--- config.mk ---
export PLATFORM = sky130hd
export DESIGN_NAME = mrs_guard
export DESIGN_NICKNAME = d
export VERILOG_FILES = /design/src/rtl/mrs_guard_pkg.sv /design/src/rtl/mrs_wait_ctr.sv /design/src/rtl/mrs_shadow.sv /design/src/rtl/mrs_admit.sv /design/src/rtl/mrs_guard.sv
export SDC_FILE = /design/constraint.sdc
export NUM_CORES = 1
export LEC_CHECK = 0
export ABC_AREA = 1
export BUFFER_PORTS_ARGS = -buffer_cell sky130_fd_sc_hd__buf_2
export CAP_MARGIN = 20
export CORE_MARGIN = 2
export CORE_UTILIZATION = 53
export DETAILED_ROUTE_END_ITERATION = 12
export GPL_ROUTABILITY_DRIVEN = 1
export PLACE_DENSITY = 0.79
export SLEW_MARGIN = 20
export SYNTH_ARGS = -nofsm -noshare
export SYNTH_HDL_FRONTEND = slang
export SYNTH_HIERARCHICAL = 1
export SYNTH_SLANG_ARGS = --single-unit
--- constraint.sdc ---
create_clock -name clk -period 4.3 [get_ports clk]
set_clock_uncertainty 0.2 [all_clocks]
set_input_delay 0 -clock clk [delete_from_list [all_inputs] [get_ports clk]]
set_output_delay 0 -clock clk [all_outputs]
set_load 0.005 [all_outputs]
--- src/rtl/mrs_guard_pkg.sv ---
package mrs_guard_pkg;

    localparam int FIELD_W     = 14;
    localparam int SEL_W       = 2;
    localparam int NUM_MR      = 1 << SEL_W;
    localparam int CODE_W      = 3;
    localparam int DLL_RST_BIT = 8;
    localparam int CL_W        = 4;

    typedef enum logic [CODE_W-1:0] {
        CMD_NOP = 3'd0,
        CMD_DES = 3'd1,
        CMD_MRS = 3'd2,
        CMD_ACT = 3'd3,
        CMD_RD  = 3'd4,
        CMD_WR  = 3'd5,
        CMD_PRE = 3'd6,
        CMD_REF = 3'd7
    } cmd_e;

    typedef enum logic [2:0] {
        CAUSE_NONE    = 3'd0,
        CAUSE_SPACING = 3'd1,
        CAUSE_BANKS   = 3'd2,
        CAUSE_PRECH   = 3'd3,
        CAUSE_BURST   = 3'd4,
        CAUSE_UPDATE  = 3'd5,
        CAUSE_LATENCY = 3'd6,
        CAUSE_DLL     = 3'd7
    } cause_e;

    typedef struct packed {
        cmd_e               code;
        logic [SEL_W-1:0]   sel;
        logic [FIELD_W-1:0] val;
    } cmd_t;

    typedef struct packed {
        logic mrd;
        logic upd;
        logic lat;
        logic dll;
        logic pdh;
    } busy_t;

    function automatic logic is_filler(input cmd_e c);
        return (c == CMD_NOP) || (c == CMD_DES);
    endfunction

    function automatic logic [CL_W-1:0] cl_bits(input logic [FIELD_W-1:0] v);
        return {v[6:4], v[2]};
    endfunction

endpackage

--- src/rtl/mrs_wait_ctr.sv ---
module mrs_wait_ctr #(
    parameter int CYCLES = 4
) (
    input  logic clk,
    input  logic rst,
    input  logic load,
    output logic busy
);
    localparam int W = $clog2(CYCLES + 1);
    localparam logic [W-1:0] RELOAD = W'(CYCLES - 1);

    logic [W-1:0] cnt;

    always_ff @(posedge clk) begin
        if (rst) begin
            cnt <= '0;
        end else if (load) begin
            cnt <= RELOAD;
        end else if (cnt != '0) begin
            cnt <= cnt - 1'b1;
        end
    end

    assign busy = (cnt != '0);
endmodule

--- src/rtl/mrs_shadow.sv ---
module mrs_shadow
    import mrs_guard_pkg::*;
(
    input  logic                      clk,
    input  logic                      rst,
    input  logic                      we,
    input  logic [SEL_W-1:0]          wsel,
    input  logic [FIELD_W-1:0]        wval,
    output logic [NUM_MR*FIELD_W-1:0] regs_flat,
    output logic                      cl_change,
    output logic                      dll_set
);
    genvar i;
    generate
        for (i = 0; i < NUM_MR; i++) begin : g_mr
            logic [FIELD_W-1:0] q;
            always_ff @(posedge clk) begin
                if (rst) begin
                    q <= '0;
                end else if (we && (wsel == SEL_W'(i))) begin
                    q <= wval;
                end else if (i == 0) begin
                    q[DLL_RST_BIT] <= 1'b0;
                end
            end
            assign regs_flat[i*FIELD_W +: FIELD_W] = q;
        end
    endgenerate

    logic wr0;
    assign wr0       = we && (wsel == '0);
    assign cl_change = wr0 && (cl_bits(wval) != cl_bits(regs_flat[FIELD_W-1:0]));
    assign dll_set   = wr0 && wval[DLL_RST_BIT];
endmodule

--- src/rtl/mrs_admit.sv ---
module mrs_admit
    import mrs_guard_pkg::*;
(
    input  cmd_e   code,
    input  logic   banks_idle,
    input  logic   prech_met,
    input  logic   burst_busy,
    input  busy_t  busy,
    output logic   ready,
    output cause_e cause
);
    always_comb begin
        cause = CAUSE_NONE;
        if (code == CMD_MRS) begin
            if (busy.mrd)         cause = CAUSE_SPACING;
            else if (!banks_idle) cause = CAUSE_BANKS;
            else if (!prech_met)  cause = CAUSE_PRECH;
            else if (burst_busy)  cause = CAUSE_BURST;
        end else if (!is_filler(code)) begin
            if (busy.dll)         cause = CAUSE_DLL;
            else if (busy.lat)    cause = CAUSE_LATENCY;
            else if (busy.upd)    cause = CAUSE_UPDATE;
        end
        ready = (cause == CAUSE_NONE);
    end
endmodule

--- src/rtl/mrs_guard.sv ---
module mrs_guard
    import mrs_guard_pkg::*;
#(
    parameter int TMRD     = 4,
    parameter int TMOD     = 12,
    parameter int TMRSPDEN = 10,
    parameter int TXPDLL   = 24,
    parameter int TDLLK    = 512
) (
    input  logic                      clk,
    input  logic                      rst,
    input  logic                      cmd_valid,
    output logic                      cmd_ready,
    input  logic [CODE_W-1:0]         cmd_code,
    input  logic [SEL_W-1:0]          cmd_sel,
    input  logic [FIELD_W-1:0]        cmd_val,
    input  logic                      banks_idle,
    input  logic                      prech_met,
    input  logic                      burst_busy,
    input  logic                      pd_req,
    output logic                      cke,
    output logic                      out_valid,
    output logic [CODE_W-1:0]         out_code,
    output logic [SEL_W-1:0]          out_sel,
    output logic [FIELD_W-1:0]        out_val,
    output logic [NUM_MR*FIELD_W-1:0] mr_shadow,
    output logic                      viol,
    output logic [2:0]                viol_cause
);
    cmd_t   in_cmd;
    busy_t  busy;
    cause_e cause;
    logic   fire, mrs_fire, cl_change, dll_set;
    cmd_t   out_q;
    logic   out_v_q;
    logic   viol_q;
    cause_e cause_q;

    assign in_cmd.code = cmd_e'(cmd_code);
    assign in_cmd.sel  = cmd_sel;
    assign in_cmd.val  = cmd_val;

    mrs_admit u_admit (
        .code       (in_cmd.code),
        .banks_idle (banks_idle),
        .prech_met  (prech_met),
        .burst_busy (burst_busy),
        .busy       (busy),
        .ready      (cmd_ready),
        .cause      (cause)
    );

    assign fire     = cmd_valid && cmd_ready;
    assign mrs_fire = fire && (in_cmd.code == CMD_MRS);

    mrs_wait_ctr #(.CYCLES(TMRD))     u_mrd (.clk(clk), .rst(rst), .load(mrs_fire),  .busy(busy.mrd));
    mrs_wait_ctr #(.CYCLES(TMOD))     u_upd (.clk(clk), .rst(rst), .load(mrs_fire),  .busy(busy.upd));
    mrs_wait_ctr #(.CYCLES(TMRSPDEN)) u_pdh (.clk(clk), .rst(rst), .load(mrs_fire),  .busy(busy.pdh));
    mrs_wait_ctr #(.CYCLES(TXPDLL))   u_lat (.clk(clk), .rst(rst), .load(cl_change), .busy(busy.lat));
    mrs_wait_ctr #(.CYCLES(TDLLK))    u_dll (.clk(clk), .rst(rst), .load(dll_set),   .busy(busy.dll));

    mrs_shadow u_shadow (
        .clk       (clk),
        .rst       (rst),
        .we        (mrs_fire),
        .wsel      (in_cmd.sel),
        .wval      (in_cmd.val),
        .regs_flat (mr_shadow),
        .cl_change (cl_change),
        .dll_set   (dll_set)
    );

    assign cke = !(pd_req && !busy.pdh && !mrs_fire);

    always_ff @(posedge clk) begin
        if (rst) begin
            out_v_q <= 1'b0;
            out_q   <= '0;
            viol_q  <= 1'b0;
            cause_q <= CAUSE_NONE;
        end else begin
            out_v_q <= fire;
            if (fire) out_q <= in_cmd;
            if (cmd_valid && !cmd_ready) begin
                viol_q <= 1'b1;
                if (!viol_q) cause_q <= cause;
            end
        end
    end

    assign out_valid  = out_v_q;
    assign out_code   = out_q.code;
    assign out_sel    = out_q.sel;
    assign out_val    = out_q.val;
    assign viol       = viol_q;
    assign viol_cause = cause_q;
endmodule

Word level (Yosys, flattened, before mapping)
Index checks and enable logic that the tools add are counted.
- bits in latches: 0
- logic and storage cells: 87
- output and inout bits: 82
- memories: 0
- flip-flop bits (word level): 106
- memory bits (writable): 0
- bits in read-only memories: 0
- bitwise gates (word level): 2
- reductions and logical operators: 34
- div/mod/pow operators: 0
- multipliers: 0
- muxes and demuxes: 19
- eq/ne operators: 6
- order comparisons: 0
- shift operators: 0
- add/sub/neg operators: 5
- operators by type and width (cell ; number):
    $mux W3 ; 9
    $mux W9 ; 2
    $mux W4 ; 4
    $logic_and A1 B1 Y1 ; 11
    $mux W5 ; 2
    $reduce_bool A10 Y1 ; 1
    $reduce_bool A2 Y1 ; 5
    $sub A10 B1 Y10 const B ; 1
    $reduce_bool A4 Y1 ; 2
    $reduce_or A2 Y1 ; 4
    $sub A4 B1 Y4 const B ; 2
    $logic_not A3 Y1 ; 2
    $reduce_bool A5 Y1 ; 1
    $sub A5 B1 Y5 const B ; 1
    $eq A2 B2 Y1 const B ; 2
    $logic_not A1 Y1 ; 4
    $mux W2 ; 2
    $ne A4 B4 Y1 ; 1
    $eq A3 B1 Y1 const B ; 1
    $eq A3 B2 Y1 const B ; 1
    $reduce_bool A3 Y1 ; 1
    $sub A3 B1 Y3 const B ; 1
    $eq A2 B1 Y1 const B ; 1
    $logic_not A2 Y1 ; 1
    3 further kinds ; 4

Depth between registers and ports, before layout
- word-level depth: 12
- gate-level depth with buffers: 25

Modules after synthesis
The synthesis kept the hierarchy.
- by module, submodules not included (module ; times used ; cells an instance ; area each (sq um) ; seq. area each (sq um)):
    mrs_shadow ; 1 ; 250 ; 2015.7 ; 1121.1
    mrs_guard ; 1 ; 115 ; 888.4 ; 480.5
    mrs_wait_ctr (u_dll) ; 1 ; 97 ; 629.4 ; 200.2
    mrs_wait_ctr (u_lat) ; 1 ; 37 ; 274.0 ; 100.1
    mrs_wait_ctr (u_pdh) ; 1 ; 35 ; 240.2 ; 80.1
    mrs_wait_ctr (u_mrd) ; 1 ; 25 ; 178.9 ; 60.1
    mrs_wait_ctr (u_upd) ; 1 ; 22 ; 161.4 ; 80.1
    mrs_admit ; 1 ; 32 ; 157.7 ; 0.0

Worst setup path before layout
No wires, ideal clock.
- kind: register to register
- from: register u_dll.cnt[0]
- to: register u_dll.cnt[2]
- path buffers: 3
- setup time: 0.065 ns
- clock period less this slack: 3.350 ns
- arrival: 3.085 ns
- slack: 0.950 ns
- stages on the path, launching flop included: 24
- path through: dfxtp_1 -> inv_1 -> ha_1 -> nand3_4 -> inv_2 -> nand3_2 -> nor2_2 -> inv_1 -> o21ai_2 -> o21ai_2 -> nor2_2 -> nand2_2 -> buf_6 -> nor2_4 -> nand2_2 -> nor2_1 -> nand3_2 -> buf_2 -> nor2_1 -> inv_1 -> buf_2 -> nand3_1 -> nand2_1 -> nor2_1
- RTL lines (what ; RTL line ; text):
    start: declaration ; mrs_wait_ctr.sv:12 ; logic [W-1:0] cnt;
    start signal: assignment ; mrs_wait_ctr.sv:20 ; cnt <= cnt - 1'b1;

==> flow_summary.json <==
{
  "outcome": "completed",
  "critPathLaunchType": "register",
  "p_per_area_nw_per_um2": 491.0,
  "die_x_um": 96.61,
  "antenna_found_initial": 0,
  "worst_slew_pin_slew_ps": 611.1,
  "tritoncts": "yes",
  "synth_top_cell_by_area": "dfxtp_1",
  "multi_input_area_um2": 1948,
  "detail-route-antenna-nets": 0,
  "synth-edff-count": 0,
  "synth_cell_types": 30,
  "met1_length_um": 5204,
  "slew_violations": 0,
  "core.rowCount": 33,
  "post_cts_buffers": 0,
  "fillers": 714,
  "syn_area_um2": 4546,
  "reg2regPathDepth": 20,
  "drcViolationCount": 0,
  "crit_slowest_cell": "dlymetal6s4s_1",
  "drive_above_1_share_pct": 23.90,
  "ys_top_cells_by_count": "106 x dfxtp_1, 104 x nor2_1, 80 x nand2_1, 76 x inv_1, 76 x o21ai_0",
  "dieArea_um2": 9333,
  "design_area_um2": 5633,
  "synth_flop_cell": "dfxtp_1",
  "seqCellArea_um2": 2122,
  "post-synth-top-count-cell": "dfxtp_1",
  "initial_core_util_pct": 55.05,
  "first_iter_violations": 218,
  "routed_via_density": 5.115,
  "routedWlPerCell_um": 13.97,
  "cts_htree_levels": 3,
  "drt_pass1_iterations": 4,
  "fin_nets": 776,
  "grt_pass1_wl_um": 19670,
  "syn_avg_cell_area_um2": 7.415,
  "wl_met3_um": 835,
  "cp_common_cell": "nand2_2",
  "crit_required_ps": 4410,
  "async_flop_share_pct": 0,
  "crit_path_max_incr_delay_ps": 590,
  "cts.sinks": 106,
  "setup_viol": 0,
  "port_buffers": 107,
  "syn_to_final_growth_pct": 23.92,
  "r2r_end": "u_shadow/g_mr[3].q[9]$_SDFFE_PP0P_",
  "ys_top_cells_by_area": "dfxtp_1 47%, nor2_1 8.6%, o21ai_0 8.4%",
  "routabilityCongestion": 0.8426,
  "clock_latency_ps": 370,
  "reg2reg_slack_ps": 350,
  "worstPathCellList": "inv_1, ha_1, nand3_4, inv_2, nand3_2, nor2_2, inv_1, o21ai_2, o21ai_2, nor2_2, nand2_2, nor2_4, nand2_2, nor2_1, buf_4, nand2_2, nor2_4, dlymetal6s4s_1, o21ai_1, a21oi_1",
  "min_delay_path_depth": 8,
  "holdPathEnd": "viol_cause[1]$_SDFFE_PP0P_",
  "hold_violations": 0,
  "grt_usage_pct": 25.36,
  "crit_type": "reg -> reg",
  "crit_arrival_ps": 4050,
  "leakagePower_nw": 2.790,
  "hpwlAfterDp_um": 8248,
  "core_um2": 8258,
  "grt_pass1_vias": 4251,
  "hold_class": "in -> reg",
  "finalCriticalPeriod_ps": 3945,
  "hold_start": "prech_met",
  "vias": 4368,
  "ys_seq_elements": 106,
  "stdcell_count": 854,
  "root_buffer": "clkbuf_8",
  "synthesis.nets": 645,
  "pin_count": 108,
  "maxUsedRoutingLayer": "met4",
  "synth_cells": 613,
  "timing.final.crit_share_pct": 91.75,
  "grt_max_degree": 36,
  "cap_violations": 0,
  "yosys.area.top_type_share_pct": 46.68,
  "peakVddDrop_mv": 0.2139,
  "dpl-instance-area_um2": 5139,
  "cts_made_buffers": 9,
  "grt_remaining_overflow": 0,
  "dp_cells": 807,
  "totalWireLength_um": 11930,
  "crit_fanout": 21,
  "max-slew-margin-rel_pct": 59.22,
  "fmax_ghz": 0.2535,
  "die_y_um": 96.61,
  "tns_ps": 0,
  "max-clock-path-buffers": 2,
  "ys_seq_area_share_pct": 46.68,
  "r2r-start": "u_dll/cnt[0]$_SDFFE_PP0P_",
  "rsz0062_at_grt": "no",
  "antenna_cells": 0,
  "dr_wl_met2_um": 5635,
  "cp-end-kind": "register",
  "synth_warnings": 6,
  "path_clk_slew_ps": 110
}
[per-layer routing]
metal	GRT usage [%]	vias to the layer above
li1	-	2195
met5	0	-
met3	5.347	19
met4	9.317	0
met1	32.26	2003
met2	42.47	151
[critical path, delay by kind of cell, from the launching register on]
| family | cells | cell delay (ps) |
|---|---|---|
| buf+inv | 5 | 1020 |
| fa+ha+maj | 1 | 240 |
| compound gates | 4 | 440 |
| flops | 1 | 350 |
| simple gates | 10 | 1610 |
[timing repair]
item,4_1_cts,5_1_grt
hold buffers,30,0
resized for setup,0,1
endpoints found under the setup margin,0,14
hold endpoints to repair,96,0
[cell families (layout without fill, tap and decap cells)]
family | after synthesis | in the layout | share of synthesized area, %
adder cells (fa/ha/maj) | 6 | 6 | 1.651
AO/OA/AOI/OAI | 138 | 138 | 15.52
AND/OR/NAND/NOR | 246 | 247 | 25.16
flip-flops | 106 | 106 | 46.68
XOR/XNOR | 2 | 2 | 0.3854
buffers and inverters | 115 | 250 | 10.60
[cells in the final DEF, fill, tap and decap left out, drive strengths merged]
master / netlist / routed
nand2: 89 / 89
ha: 6 / 6
xor2: 1 / 1
xnor2: 1 / 1
dfxtp: 106 / 106
o21ai: 81 / 81
clkinv: 2 / 5
clkinvlp: 0 / 1
dlygate4sd3: 0 / 29
nand4: 4 / 4
bufinv: 1 / 1
nor2: 118 / 119
inv: 92 / 95
clkbuf: 8 / 9
nor3: 3 / 3
a21oi: 57 / 57
buf: 12 / 109
nand3: 31 / 31
or2: 1 / 1
dlymetal6s4s: 0 / 1
[state kept, by name, indices dropped and copies added (netlist names), 4 cells and up]
signal / count
u_shadow/g_mr.q: 56
out_val: 14
u_dll/cnt: 10
u_lat/cnt: 5
u_pdh/cnt: 4
u_upd/cnt: 4
[through the flow]
stage	hold slack (ps)	utilization (%)	power (mW)	setup WS [ps]
floorplan	-157.3	-	1.948	950.3
detailed placement	88.22	62.23	2.168	704.4
global placement	85.94	61.89	2.113	909.0
global route	118.7	68.21	2.973	24.37
finish	53.59	68.21	2.766	354.7
CTS	41.01	68.11	2.771	71.53
[final cells by class]
cell class / instances / share of cell area [%]
clock buffer: 9 / 2.199
clock inverter: 7 / 1.088
inverter: 95 / 6.619
multi-input combinational: 393 / 34.58
sequential: 106 / 37.67
tap: 105 / 2.332
timing repair buffer: 139 / 15.50
[where the power goes]
part / internal (mW) / switching, mW
combinational: 0.386 / 0.615
sequential: 1.09 / 0.0819
clock: 0.222 / 0.367
total: 1.70 / 1.06
[worst max-delay path by stage]
| stage | cells after the start | from | end |
|---|---|---|---|
| 3_5_place_dp | 21 | u_dll/cnt[0]$_SDFFE_PP0P_ | u_dll/cnt[2]$_SDFFE_PP0P_ |
| 6_report | 20 | u_dll/cnt[0]$_SDFFE_PP0P_ | u_shadow/g_mr[3].q[9]$_SDFFE_PP0P_ |
| 5_1_grt | 20 | u_dll/cnt[0]$_SDFFE_PP0P_ | u_shadow/g_mr[3].q[9]$_SDFFE_PP0P_ |
| 3_3_place_gp | 21 | u_dll/cnt[0]$_SDFFE_PP0P_ | u_dll/cnt[0]$_SDFFE_PP0P_ |
| 4_1_cts | 20 | u_dll/cnt[0]$_SDFFE_PP0P_ | u_shadow/g_mr[3].q[9]$_SDFFE_PP0P_ |
| 2_1_floorplan | 23 | u_dll/cnt[0]$_SDFFE_PP0P_ | u_dll/cnt[2]$_SDFFE_PP0P_ |
Note: power is estimated with default switching activity, not from simulation.
